`config.mk`:
```
export PLATFORM = sky130hd
export DESIGN_NAME = kpd_scan_ctrl
export DESIGN_NICKNAME = d
export VERILOG_FILES = /design/src/rtl/kpd_pkg.sv /design/src/rtl/kpd_row_scanner.sv /design/src/rtl/kpd_snap_builder.sv /design/src/rtl/kpd_snap_fifo.sv /design/src/rtl/kpd_scan_ctrl.sv
export SDC_FILE = /design/constraint.sdc
export NUM_CORES = 2
export LEC_CHECK = 0
export ABC_AREA = 1
export BUFFER_PORTS_ARGS = -buffer_cell sky130_fd_sc_hd__buf_2
export CAP_MARGIN = 20
export CORE_UTILIZATION = 25
export CTS_BUF_LIST = sky130_fd_sc_hd__clkbuf_4 sky130_fd_sc_hd__clkbuf_8
export DETAILED_ROUTE_END_ITERATION = 10
export GPL_ROUTABILITY_DRIVEN = 0
export SLEW_MARGIN = 20
export SYNTH_ARGS = -nofsm -noshare
export SYNTH_HDL_FRONTEND = slang
export SYNTH_SLANG_ARGS = --single-unit
```
`constraint.sdc`:
```
create_clock -name clk -period 3.93 [get_ports clk]
set_clock_uncertainty 0.05 [all_clocks]
set_input_delay 0.1965 -clock clk [delete_from_list [all_inputs] [get_ports clk]]
set_output_delay 0.1965 -clock clk [all_outputs]
set_load 0.03 [all_outputs]
```
`src/rtl/kpd_pkg.sv`:
```
package kpd_pkg;
  localparam int ENT_PER_SNAP = 8;
  localparam int ENT_BITS     = 8;
  localparam int SNAP_BITS    = ENT_PER_SNAP * ENT_BITS;
  localparam int ROW_FLD      = 4;
  localparam int COL_FLD      = 3;
  localparam int BASE_DWELL   = 16;

  localparam logic [7:0] A_CTRL   = 8'h00;
  localparam logic [7:0] A_STAT   = 8'h04;
  localparam logic [7:0] A_ENT_LO = 8'h08;
  localparam logic [7:0] A_ENT_HI = 8'h0C;
  localparam logic [7:0] A_RPT    = 8'h10;

  localparam int C_EN    = 0;
  localparam int C_KPIE  = 1;
  localparam int C_FCIE  = 3;
  localparam int C_DB    = 4;
  localparam int C_THR   = 14;
  localparam int S_KP    = 0;
  localparam int S_FC    = 2;

  typedef struct packed {
    logic               valid;
    logic [ROW_FLD-1:0] row;
    logic [COL_FLD-1:0] col;
  } key_ent_t;
endpackage

```
`src/rtl/kpd_row_scanner.sv`:
```
module kpd_row_scanner #(
  parameter int NUM_ROWS = 16,
  parameter int NUM_COLS = 8,
  parameter int DB_W     = 10
) (
  input  logic                clk,
  input  logic                rst_n,
  input  logic                en,
  input  logic                hold,
  input  logic [DB_W-1:0]     db_cnt,
  input  logic [NUM_COLS-1:0] col_sense_n,
  output logic [NUM_ROWS-1:0] row_drive_n,
  output logic                smp_valid,
  output logic [((NUM_ROWS > 1) ? $clog2(NUM_ROWS) : 1)-1:0] smp_row,
  output logic [NUM_COLS-1:0] smp_cols,
  output logic                smp_last
);
  localparam int ROW_IW = (NUM_ROWS > 1) ? $clog2(NUM_ROWS) : 1;
  localparam int CNT_W  = DB_W + 2;

  logic [NUM_COLS-1:0] col_s1, col_s2;
  logic [ROW_IW-1:0]   row_idx;
  logic [CNT_W-1:0]    dwell_cnt;
  logic [CNT_W-1:0]    dwell_m1;
  logic                at_last_row;

  assign dwell_m1    = CNT_W'(kpd_pkg::BASE_DWELL - 1) + CNT_W'(db_cnt);
  assign at_last_row = (row_idx == ROW_IW'(NUM_ROWS - 1));

  always_ff @(posedge clk or negedge rst_n) begin
    if (!rst_n) begin
      col_s1 <= '1;
      col_s2 <= '1;
    end else begin
      col_s1 <= col_sense_n;
      col_s2 <= col_s1;
    end
  end

  always_ff @(posedge clk or negedge rst_n) begin
    if (!rst_n) begin
      row_idx   <= '0;
      dwell_cnt <= '0;
      smp_valid <= 1'b0;
      smp_row   <= '0;
      smp_cols  <= '0;
      smp_last  <= 1'b0;
    end else if (!en) begin
      row_idx   <= '0;
      dwell_cnt <= '0;
      smp_valid <= 1'b0;
    end else begin
      smp_valid <= 1'b0;
      if (!hold) begin
        if (dwell_cnt == dwell_m1) begin
          dwell_cnt <= '0;
          smp_valid <= 1'b1;
          smp_row   <= row_idx;
          smp_cols  <= ~col_s2;
          smp_last  <= at_last_row;
          row_idx   <= at_last_row ? '0 : row_idx + 1'b1;
        end else begin
          dwell_cnt <= dwell_cnt + 1'b1;
        end
      end
    end
  end

  for (genvar r = 0; r < NUM_ROWS; r++) begin : g_row
    assign row_drive_n[r] = !(en && !hold && (row_idx == ROW_IW'(r)));
  end
endmodule

```
`src/rtl/kpd_snap_builder.sv`:
```
module kpd_snap_builder
  import kpd_pkg::*;
#(
  parameter int NUM_ROWS = 16,
  parameter int NUM_COLS = 8,
  parameter int RPT_W    = 8
) (
  input  logic                 clk,
  input  logic                 rst_n,
  input  logic                 en,
  input  logic                 smp_valid,
  input  logic [((NUM_ROWS > 1) ? $clog2(NUM_ROWS) : 1)-1:0] smp_row,
  input  logic [NUM_COLS-1:0]  smp_cols,
  input  logic                 smp_last,
  input  logic [NUM_ROWS-1:0]  wake_mask,
  input  logic [RPT_W-1:0]     rpt_frames,
  output logic                 busy,
  output logic                 snap_valid,
  output logic [SNAP_BITS-1:0] snap_data,
  output logic                 wake_evt
);
  localparam int ROW_IW = (NUM_ROWS > 1) ? $clog2(NUM_ROWS) : 1;
  localparam int COL_IW = (NUM_COLS > 1) ? $clog2(NUM_COLS) : 1;
  localparam int NENT_W = $clog2(ENT_PER_SNAP + 1);

  typedef enum logic [1:0] {B_COLLECT, B_WALK, B_DECIDE} bstate_t;

  bstate_t                              state;
  logic [NUM_ROWS-1:0][NUM_COLS-1:0]    raw_prev, deb, last_rep;
  logic [ROW_IW-1:0]                    walk_row;
  logic [COL_IW-1:0]                    walk_col;
  key_ent_t [ENT_PER_SNAP-1:0]          ents;
  logic [NENT_W-1:0]                    nent;
  logic                                 wake_acc;
  logic [RPT_W-1:0]                     rpt_cnt;
  logic [NUM_COLS-1:0]                  agree;
  logic                                 rpt_hit;

  assign agree     = ~(smp_cols ^ raw_prev[smp_row]);
  assign rpt_hit   = ({1'b0, rpt_cnt} + 1'b1) >= {1'b0, rpt_frames};
  assign busy      = (state != B_COLLECT) || (smp_valid && smp_last);
  assign snap_data = ents;

  always_ff @(posedge clk or negedge rst_n) begin
    if (!rst_n) begin
      state      <= B_COLLECT;
      raw_prev   <= '0;
      deb        <= '0;
      last_rep   <= '0;
      walk_row   <= '0;
      walk_col   <= '0;
      ents       <= '0;
      nent       <= '0;
      wake_acc   <= 1'b0;
      rpt_cnt    <= '0;
      snap_valid <= 1'b0;
      wake_evt   <= 1'b0;
    end else begin
      snap_valid <= 1'b0;
      wake_evt   <= 1'b0;
      if (!en) begin
        state    <= B_COLLECT;
        raw_prev <= '0;
        deb      <= '0;
        last_rep <= '0;
        rpt_cnt  <= '0;
      end else begin
        unique case (state)
          B_COLLECT: begin
            if (smp_valid) begin
              raw_prev[smp_row] <= smp_cols;
              deb[smp_row]      <= (deb[smp_row] & ~agree) | (smp_cols & agree);
              if (smp_last) begin
                state    <= B_WALK;
                walk_row <= '0;
                walk_col <= '0;
                ents     <= '0;
                nent     <= '0;
                wake_acc <= 1'b0;
              end
            end
          end
          B_WALK: begin
            if (deb[walk_row][walk_col]) begin
              if (nent < NENT_W'(ENT_PER_SNAP)) begin
                ents[nent[NENT_W-2:0]] <= '{valid: 1'b1,
                                            row:   ROW_FLD'(walk_row),
                                            col:   COL_FLD'(walk_col)};
                nent <= nent + 1'b1;
              end
              if (!wake_mask[walk_row]) wake_acc <= 1'b1;
            end
            if (walk_col == COL_IW'(NUM_COLS - 1)) begin
              walk_col <= '0;
              if (walk_row == ROW_IW'(NUM_ROWS - 1)) state <= B_DECIDE;
              else walk_row <= walk_row + 1'b1;
            end else begin
              walk_col <= walk_col + 1'b1;
            end
          end
          B_DECIDE: begin
            state    <= B_COLLECT;
            wake_evt <= wake_acc;
            if (deb != last_rep) begin
              snap_valid <= 1'b1;
              last_rep   <= deb;
              rpt_cnt    <= '0;
            end else if ((deb != '0) && (rpt_frames != '0)) begin
              if (rpt_hit) begin
                snap_valid <= 1'b1;
                rpt_cnt    <= '0;
              end else begin
                rpt_cnt <= rpt_cnt + 1'b1;
              end
            end else begin
              rpt_cnt <= '0;
            end
          end
          default: state <= B_COLLECT;
        endcase
      end
    end
  end
endmodule

```
`src/rtl/kpd_snap_fifo.sv`:
```
module kpd_snap_fifo #(
  parameter int DEPTH = 8,
  parameter int WIDTH = 64
) (
  input  logic                            clk,
  input  logic                            rst_n,
  input  logic                            push,
  input  logic [WIDTH-1:0]                push_data,
  input  logic                            pop,
  output logic [WIDTH-1:0]                head,
  output logic [$clog2(DEPTH+1)-1:0]      count
);
  localparam int PTR_W = (DEPTH > 1) ? $clog2(DEPTH) : 1;
  localparam int CNT_W = $clog2(DEPTH + 1);

  logic [WIDTH-1:0] mem [DEPTH];
  logic [PTR_W-1:0] wr_ptr, rd_ptr;

  function automatic logic [PTR_W-1:0] nxt(input logic [PTR_W-1:0] p);
    return (p == PTR_W'(DEPTH - 1)) ? '0 : p + 1'b1;
  endfunction

  always_ff @(posedge clk) begin
    if (push) mem[wr_ptr] <= push_data;
  end

  always_ff @(posedge clk or negedge rst_n) begin
    if (!rst_n) begin
      wr_ptr <= '0;
      rd_ptr <= '0;
      count  <= '0;
    end else begin
      if (push) wr_ptr <= nxt(wr_ptr);
      if (pop)  rd_ptr <= nxt(rd_ptr);
      count <= count + CNT_W'(push) - CNT_W'(pop);
    end
  end

  assign head = mem[rd_ptr];
endmodule

```
`src/rtl/kpd_scan_ctrl.sv`:
```
module kpd_scan_ctrl
  import kpd_pkg::*;
#(
  parameter int NUM_ROWS   = 16,
  parameter int NUM_COLS   = 8,
  parameter int FIFO_DEPTH = 8,
  parameter int DB_W       = 10,
  parameter int THR_W      = 4,
  parameter int RPT_W      = 8
) (
  input  logic                clk,
  input  logic                rst_n,
  input  logic                reg_wr,
  input  logic                reg_rd,
  input  logic [7:0]          reg_addr,
  input  logic [31:0]         reg_wdata,
  output logic [31:0]         reg_rdata,
  output logic [NUM_ROWS-1:0] row_drive_n,
  input  logic [NUM_COLS-1:0] col_sense_n,
  output logic                irq
);
  localparam int ROW_IW = (NUM_ROWS > 1) ? $clog2(NUM_ROWS) : 1;
  localparam int CNT_W  = $clog2(FIFO_DEPTH + 1);

  logic               ctl_en, ctl_kpie, ctl_fcie;
  logic [DB_W-1:0]    ctl_db;
  logic [THR_W-1:0]   ctl_thr;
  logic [RPT_W-1:0]   rpt_frames;
  logic [NUM_ROWS-1:0] wake_mask;
  logic               st_kp, st_fc;

  logic               hold, smp_valid, smp_last;
  logic [ROW_IW-1:0]  smp_row;
  logic [NUM_COLS-1:0] smp_cols;
  logic               snap_valid, wake_evt;
  logic [SNAP_BITS-1:0] snap_data, head;
  logic [CNT_W-1:0]   fifo_cnt;
  logic               push_ok, pop_ok;
  logic [CNT_W:0]     cnt_next;
  logic               fc_set;
  logic               is_mask;
  logic [3:0]         mask_idx;
  logic               wr_stat;

  kpd_row_scanner #(.NUM_ROWS(NUM_ROWS), .NUM_COLS(NUM_COLS), .DB_W(DB_W)) u_scan (
    .clk(clk), .rst_n(rst_n), .en(ctl_en), .hold(hold), .db_cnt(ctl_db),
    .col_sense_n(col_sense_n), .row_drive_n(row_drive_n),
    .smp_valid(smp_valid), .smp_row(smp_row), .smp_cols(smp_cols), .smp_last(smp_last)
  );

  kpd_snap_builder #(.NUM_ROWS(NUM_ROWS), .NUM_COLS(NUM_COLS), .RPT_W(RPT_W)) u_build (
    .clk(clk), .rst_n(rst_n), .en(ctl_en),
    .smp_valid(smp_valid), .smp_row(smp_row), .smp_cols(smp_cols), .smp_last(smp_last),
    .wake_mask(wake_mask), .rpt_frames(rpt_frames), .busy(hold),
    .snap_valid(snap_valid), .snap_data(snap_data), .wake_evt(wake_evt)
  );

  kpd_snap_fifo #(.DEPTH(FIFO_DEPTH), .WIDTH(SNAP_BITS)) u_fifo (
    .clk(clk), .rst_n(rst_n), .push(push_ok), .push_data(snap_data),
    .pop(pop_ok), .head(head), .count(fifo_cnt)
  );

  assign push_ok  = snap_valid && (fifo_cnt < CNT_W'(FIFO_DEPTH));
  assign pop_ok   = reg_rd && (reg_addr == A_ENT_HI) && (fifo_cnt != '0);
  assign cnt_next = {1'b0, fifo_cnt} + (CNT_W+1)'(push_ok) - (CNT_W+1)'(pop_ok);
  assign fc_set   = push_ok && (ctl_thr != '0) &&
                    ({{(32-CNT_W-1){1'b0}}, cnt_next} >= {{(32-THR_W){1'b0}}, ctl_thr});
  assign mask_idx = reg_addr[5:2];
  assign is_mask  = (reg_addr[7:6] == 2'b01) && (reg_addr[1:0] == 2'b00) &&
                    (32'(mask_idx) < NUM_ROWS);
  assign wr_stat  = reg_wr && (reg_addr == A_STAT);

  always_ff @(posedge clk or negedge rst_n) begin
    if (!rst_n) begin
      ctl_en     <= 1'b0;
      ctl_kpie   <= 1'b0;
      ctl_fcie   <= 1'b0;
      ctl_db     <= '0;
      ctl_thr    <= '0;
      rpt_frames <= '0;
      wake_mask  <= '0;
    end else if (reg_wr) begin
      if (reg_addr == A_CTRL) begin
        ctl_en   <= reg_wdata[C_EN];
        ctl_kpie <= reg_wdata[C_KPIE];
        ctl_fcie <= reg_wdata[C_FCIE];
        ctl_db   <= reg_wdata[C_DB +: DB_W];
        ctl_thr  <= reg_wdata[C_THR +: THR_W];
      end
      if (reg_addr == A_RPT) rpt_frames <= reg_wdata[RPT_W-1:0];
      if (is_mask) wake_mask[mask_idx[ROW_IW-1:0]] <= reg_wdata[0];
    end
  end

  always_ff @(posedge clk or negedge rst_n) begin
    if (!rst_n) begin
      st_kp <= 1'b0;
      st_fc <= 1'b0;
    end else begin
      st_kp <= wake_evt || (st_kp && !(wr_stat && reg_wdata[S_KP]));
      st_fc <= fc_set   || (st_fc && !(wr_stat && reg_wdata[S_FC]));
    end
  end

  assign irq = (st_kp && ctl_kpie) || (st_fc && ctl_fcie);

  always_comb begin
    reg_rdata = '0;
    if (reg_addr == A_CTRL) begin
      reg_rdata[C_EN]            = ctl_en;
      reg_rdata[C_KPIE]          = ctl_kpie;
      reg_rdata[C_FCIE]          = ctl_fcie;
      reg_rdata[C_DB +: DB_W]    = ctl_db;
      reg_rdata[C_THR +: THR_W]  = ctl_thr;
    end else if (reg_addr == A_STAT) begin
      reg_rdata[7:4]  = 4'(fifo_cnt);
      reg_rdata[S_FC] = st_fc;
      reg_rdata[S_KP] = st_kp;
    end else if (reg_addr == A_ENT_LO) begin
      reg_rdata = (fifo_cnt != '0) ? head[31:0] : '0;
    end else if (reg_addr == A_ENT_HI) begin
      reg_rdata = (fifo_cnt != '0) ? head[63:32] : '0;
    end else if (reg_addr == A_RPT) begin
      reg_rdata[RPT_W-1:0] = rpt_frames;
    end else if (is_mask) begin
      reg_rdata[0] = wake_mask[mask_idx[ROW_IW-1:0]];
    end
  end
endmodule

```
Yosys cells after proc, flatten, opt, wreduce, memory -nomap -nowiden
Memory sizes are Yosys's and may differ from the RTL's.
Index checks and enable logic that the tools add are counted.
{ "op_classes": {"n_addsub": 14, "mul": 0, "n_div": 0, "magnitude_cmp": 12, "n_eq_ne": 45, "shift": 0, "n_mux": 103, "bitwise": 8, "reduce_logical": 80} }
{ "op_table": {"columns": ["operator", "n"], "rows": [
  ["$mux W128", 9],
  ["$bwmux W128", 2],
  ["$mux W64", 4],
  ["$ne A128 B128 Y1", 1],
  ["$pmux W64 S2", 1],
  ["$reduce_bool A128 Y1", 1],
  ["$bmux W8 S4", 3],
  ["$mux W32", 3],
  ["$mux W8", 11],
  ["$bwmux W64", 1],
  ["$mux W24", 2],
  ["$mux W4", 11],
  ["$eq A4 B4 Y1 const B", 9],
  ["$mux W12", 3],
  ["$logic_and A1 B1 Y1", 35],
  ["$demux W8 S4", 1],
  ["$mux W1", 27],
  ["$demux W8 S3", 1],
  ["$not A8 Y8", 3],
  ["$logic_not A1 Y1", 19],
  ["$reduce_and A6 Y1", 3],
  ["$and A8 B8 Y8", 2],
  ["$bwmux W16", 1],
  ["$eq A4 B3 Y1 const B", 4],
  ["55 further kinds", 105]
]} }
{ "totals": {"ff_bits": 571, "latch_bits": 0, "mem_bits_rw": 512, "rom_bits": 0, "input_bits": 52, "elab_cells": 363, "n_memories": 1} }
{ "mem_list": {"columns": ["memory", "words", "word_bits", "read_ports", "rd_clocked_by_memory_dff", "wr", "line", "rtl"], "rows": [
  ["u_fifo.mem", 8, 64, 1, 0, 1, "kpd_snap_fifo.sv:16", "logic [WIDTH-1:0] mem [DEPTH];"]
]} }

Longest topological paths before layout
{ "depth": {"ltp_word": 11, "mapped_depth": 18, "ltp_nobuf": 18} }

Modules after synthesis
Synthesis repeated with hierarchy kept, for this count alone.
{ "unflattened": {"hier_cells": 5991, "hier_area_um2": 52405.3} }
{ "modules_own_cells": {"columns": ["module", "instances", "cells_each", "area_per_inst_um2", "seq_area_each_um2"], "rows": [
  ["kpd_snap_builder", 1, 2942, 23889.2, 11811.3],
  ["kpd_snap_fifo", 1, 2275, 22934.5, 15625.0],
  ["kpd_scan_ctrl", 1, 440, 3069.2, 1076.0],
  ["kpd_row_scanner", 1, 334, 2512.4, 1171.1]
]} }

Worst setup path before layout
Ideal clock, no wire load.
{ "synth_path": {"path_type": "reg-to-reg", "start": "reg u_fifo.count[3]", "end": "mem u_fifo.mem[0][0], enable pin", "setup_ns": 0.486, "t_arrival_ns": 3.423, "required_ns": 3.394, "slack_ns": -0.029, "path_stages_with_launch": 6, "path_cell_list": "dfrtp_1 > inv_1 > nand2_1 > inv_1 > nand2_1 > nor2_1"} }
{ "synth_via": {"elab_chain_cells": 4} }
{ "synth_rtl": {"columns": ["item", "line", "rtl"], "rows": [
  ["start, declared", "kpd_snap_fifo.sv:11", "output logic [$clog2(DEPTH+1)-1:0] count"],
  ["start signal, assigned", "kpd_snap_fifo.sv:35", "count <= count + CNT_W'(push) - CNT_W'(pop);"],
  ["$lt A4 B4 Y1", "kpd_scan_ctrl.sv:63", "assign push_ok = snap_valid && (fifo_cnt < CNT_W'(FIFO_DEPTH));"],
  ["$logic_and A1 B1 Y1", "kpd_scan_ctrl.sv:63", null],
  ["named net push_ok", "kpd_scan_ctrl.sv:38", "logic push_ok, pop_ok;"],
  ["$mux W1", "kpd_snap_fifo.sv:24", "if (push) mem[wr_ptr] <= push_data;"],
  ["$mux W1 (not written as such)", "kpd_snap_fifo.sv:24", null],
  ["end, declared", "kpd_snap_fifo.sv:16", null]
]} }
The timed path passes the listed nets, and every way through them passes these cells.

Final worst setup path
{ "layout_path": {"start": "in reg_addr[7]", "end": "out reg_rdata[16]"} }
{ "layout_via": {"elab_chain_cells": 5, "elab_cells_between_ends": 8, "classes_between": "eq/ne: 3; mux: 4; reduce/logical: 1"} }
{ "layout_rtl": {"columns": ["item", "line", "rtl"], "rows": [
  ["start, declared", "kpd_scan_ctrl.sv:15", "input logic [7:0] reg_addr,"],
  ["$eq A8 B4 Y1", "kpd_scan_ctrl.sv:121", "end else if (reg_addr == A_ENT_HI) begin"],
  ["$mux W24", "kpd_scan_ctrl.sv:121", null],
  ["$mux W32", "kpd_scan_ctrl.sv:119", "end else if (reg_addr == A_ENT_LO) begin"],
  ["$mux W24", "kpd_scan_ctrl.sv:115", "end else if (reg_addr == A_STAT) begin"],
  ["$mux W15 *", "kpd_scan_ctrl.sv:109", "if (reg_addr == A_CTRL) begin"],
  ["end, declared", "kpd_scan_ctrl.sv:17", "output logic [31:0] reg_rdata,"]
]} }
Every way passes the cells marked *; elsewhere a longest branch is shown, timed or not.

==> impl_metrics.ini <==
[setup_path]
worst-setup-path-type = in2out
crit_buf_inv = 7
cp-end-kind = output port
worstPathMaxFanout = 12
reg2reg_from = u_build.walk_row[0]
crit_chain = dlygate4sd3_1 > buf_2 > nor3_1 > dlygate4sd3_1 > nand2_1 > buf_4 > nor2_4 > buf_4 > o21ai_0 > o21ai_0 > buf_4 > nand2_1 > o21ai_0 > buf_2
cp.required_ns = 3.68
setup.worst_path.start_class = input pin
r2r_setup_slack_ns = 0.47
cp_slowest_stage_delay_ns = 0.60
crit_path_start = reg_addr[7]
cp_slowest_cell = dlygate4sd3_1
path_delay_family = buffers and inverters
arrival_ns = 3.54

[cells_and_area]
layout_common_cells = nand2_1 (813), o21ai_0 (563), dfrtp_1 (550)
fillers = 19600
drive_gt1_share_pct = 12.47
area_growth_pct = 18.63
seq_area_um2 = 29700
nNetsFinal = 5226
multi_input_area_um2 = 16080
finalNonFillerCells = 7820
final_common_cell = nand2_1

[detailed_routing]
first_pass_iters = 6
vias = 38990
wl_per_cell_um = 20.10
wl_mm = 157.2
drtIter0Drc = 3585
ant_nets = 0
via_per_inst = 4.986
drc = 0

[power_and_ir_drop]
pwr-share-comb_pct = 4.8
p_sw_share_pct = 23.69
clkPwrFrac_pct = 45.4
irDropWorstVdd_mv = 0.3138
power.switching_mw = 5.656
p_seq_share_pct = 49.9
power.density_nw_per_um2 = 415.8
p_leak_nw = 21.55
p_int_mw = 18.22

[die]
start_util_pct = 25.16
io_pins = 101
rows = 161
coreArea_um2 = 192400
die_area_um2 = 195400
fp.dieH_um = 442
die_w_um = 442

[min_path]
hp-class = in2reg
holdCritStartpoint = reg_wdata[1]

[outcome]
status = completed

[grt]
antenna_found_initial = 2
grt_max_degree = 130
track_usage_pct = 15.68
grt_pass1_vias = 38050
grt_pass1_wl_mm = 237.0
grt_overflow = 0

[timing]
tightest_slew_ns = 1.057
hold_viol = 0
clock.fmax_mhz = 264.1
setup_viol = 0
rsz0062_at_grt = no
timing.final.crit_share_pct = 96.34
drv_slew = 0
slew_headroom_pct = 29.52
finalCriticalPeriod_ns = 3.786
finalSetupTns_ns = 0

[placed_design]
dpl.hpwl_mm = 98.55
place_inst = 7411
port_buffers = 86

[logic_synthesis]
synth.area.top_cells = edfxtp_1 (32%), dfrtp_1 (29%), nand2_1 (6.3%)
syn-num-nets = 5002
synth-seq-cells = 1083
yosysSeqAreaShare_pct = 61.33
synth_edf_count = 512
yosysTopAreaCellShare_pct = 31.77
synthCells = 4916
postSynthAreaPerCell_um2 = 9.845
yosys_warnings = 0
async_flop_share_pct = 52.72
synth_ff_type = dfrtp_1
syn-cell-area_um2 = 48400
yosysUniqueCellTypes = 52
synth_top_cell_by_area = edfxtp_1

[clocking]
clkLatencyLatePin_ns = 0.92
cts.clk_slew.worst_paths_ns = 0.06
numCtsBuffers = 181
cts_tree = done
cts_root_buf = clkbuf_8
clockBufferDepth = 3
cts_htree_levels = 4
cts_sinks = 1083

[run]
maxCapViolCount = 0
[cell families after synthesis]
family | after synthesis | share of synthesized area (%)
AOI/OAI and AO/OA | 1164 | 13.84
xor gates and xnor gates | 121 | 2.190
adders and majority gates | 34 | 0.8945
buffers and inverters | 694 | 5.661
DFF | 1083 | 61.33
muxes | 3 | 0.06979
and+or+nand+nor | 1817 | 16.01
[sequential cells by signal, indices dropped and copies added (netlist names), 4 cells and up]
name / flops
u_build.last_rep: 128
ctl_thr: 4
u_build.rpt_cnt: 8
u_scan.row_idx: 4
wake_mask: 16
u_scan.smp_cols: 8
u_build.nent: 4
u_build.deb: 128
u_scan.col_s2: 8
u_fifo.count: 4
u_build.raw_prev: 128
rpt_frames: 8
u_scan.col_s1: 8
u_fifo.mem: 512
u_scan.dwell_cnt: 12
u_build.walk_row: 4
u_build.snap_data: 64
u_scan.smp_row: 4
ctl_db: 10
[through the flow]
step	hold WS, ns	util, %	worst slack, ns	area, um^2	power [mW]
global placement	0.2537	27.38	0.3003	52680	13.17
floorplan	-0.1491	-	-0.02910	48410	12.69
CTS	0.02169	29.82	0.01227	57370	24.06
detailed placement	0.2535	27.38	0.2959	52680	13.19
global route	0.1347	29.84	0.003973	57410	24.64
finish	0.1139	29.84	0.1437	57420	23.87
[power groups by stage]
stage / logic, mW / clock network (mW) / registers (mW)
global route: 1.25 / 11.5 / 11.9
global placement: 1.05 / 0 / 12.1
floorplan: 0.596 / 0 / 12.1
detailed placement: 1.06 / 0 / 12.1
finish: 1.13 / 10.8 / 11.9
CTS: 1.13 / 11.0 / 11.9
[cells in the mapped netlist, drive strengths merged (3+ instances only)]
cell type / instances
nor3b: 6
edfxtp: 512
mux2: 3
a22o: 3
o221ai: 87
nand3: 331
buf: 97
nor2: 470
clkinv: 8
dfrtp: 555
or2: 21
o22ai: 320
clkbuf: 173
dfstp: 16
a22oi: 7
o211ai: 9
o21ai: 633
nand2: 817
a21oi: 78
o31ai: 3
ha: 33
xnor2: 40
inv: 416
a21boi: 3
nor3: 36
nand4: 102
and3: 4
xor2: 81
a31oi: 8
o21a: 4
nor4: 28
[worst register-to-register path, delay by kind of cell (launching register included)]
kind / cells / cell delay (ns)
AND/OR/NAND/NOR: 13 / 2.13
flip-flops: 1 / 0.61
buffers and inverters: 2 / 0.54
[layer usage]
| layer | track usage [%] | wire length, um |
|---|---|---|
| met1 | 18.97 | 61630 |
| met4 | 8.993 | 8889 |
| met5 | 0 | 0 |
| met2 | 26.24 | 76000 |
| met3 | 2.737 | 10670 |
[timing repair]
action | CTS | global route
hold buffers | 67 | 0
resized for setup | 5 | 3
gates cloned | 0 | 0
endpoints found under the setup margin | 25 | 6
endpoints found under the hold margin | 581 | 0
buffers inserted | 3 | 1
[layout make-up]
| class | count | share of cell area [%] |
|---|---|---|
| flip-flops and latches | 1083 | 51.72 |
| well taps | 2526 | 5.505 |
| repair buffers | 311 | 5.030 |
| clock buffers | 273 | 5.923 |
| multi-input cells | 3139 | 28.01 |
| diodes | 3 | 0.01308 |
| inverters | 424 | 2.809 |
| clock inverters | 61 | 0.9850 |
[path summary, 6_finish.rpt]
kind                                               to  cells after the start
worst min register to register       u_scan.col_s2[4]                      0
min in group asynchronous        u_build.last_rep[14]                      4
worst max-delay path                    reg_rdata[16]                     14
worst min-delay path                         ctl_kpie                      4
max in group asynchronous       u_build.last_rep[125]                      4
worst max register to register  u_build.snap_data[23]                     15
Note: power is estimated with default switching activity, not from simulation.
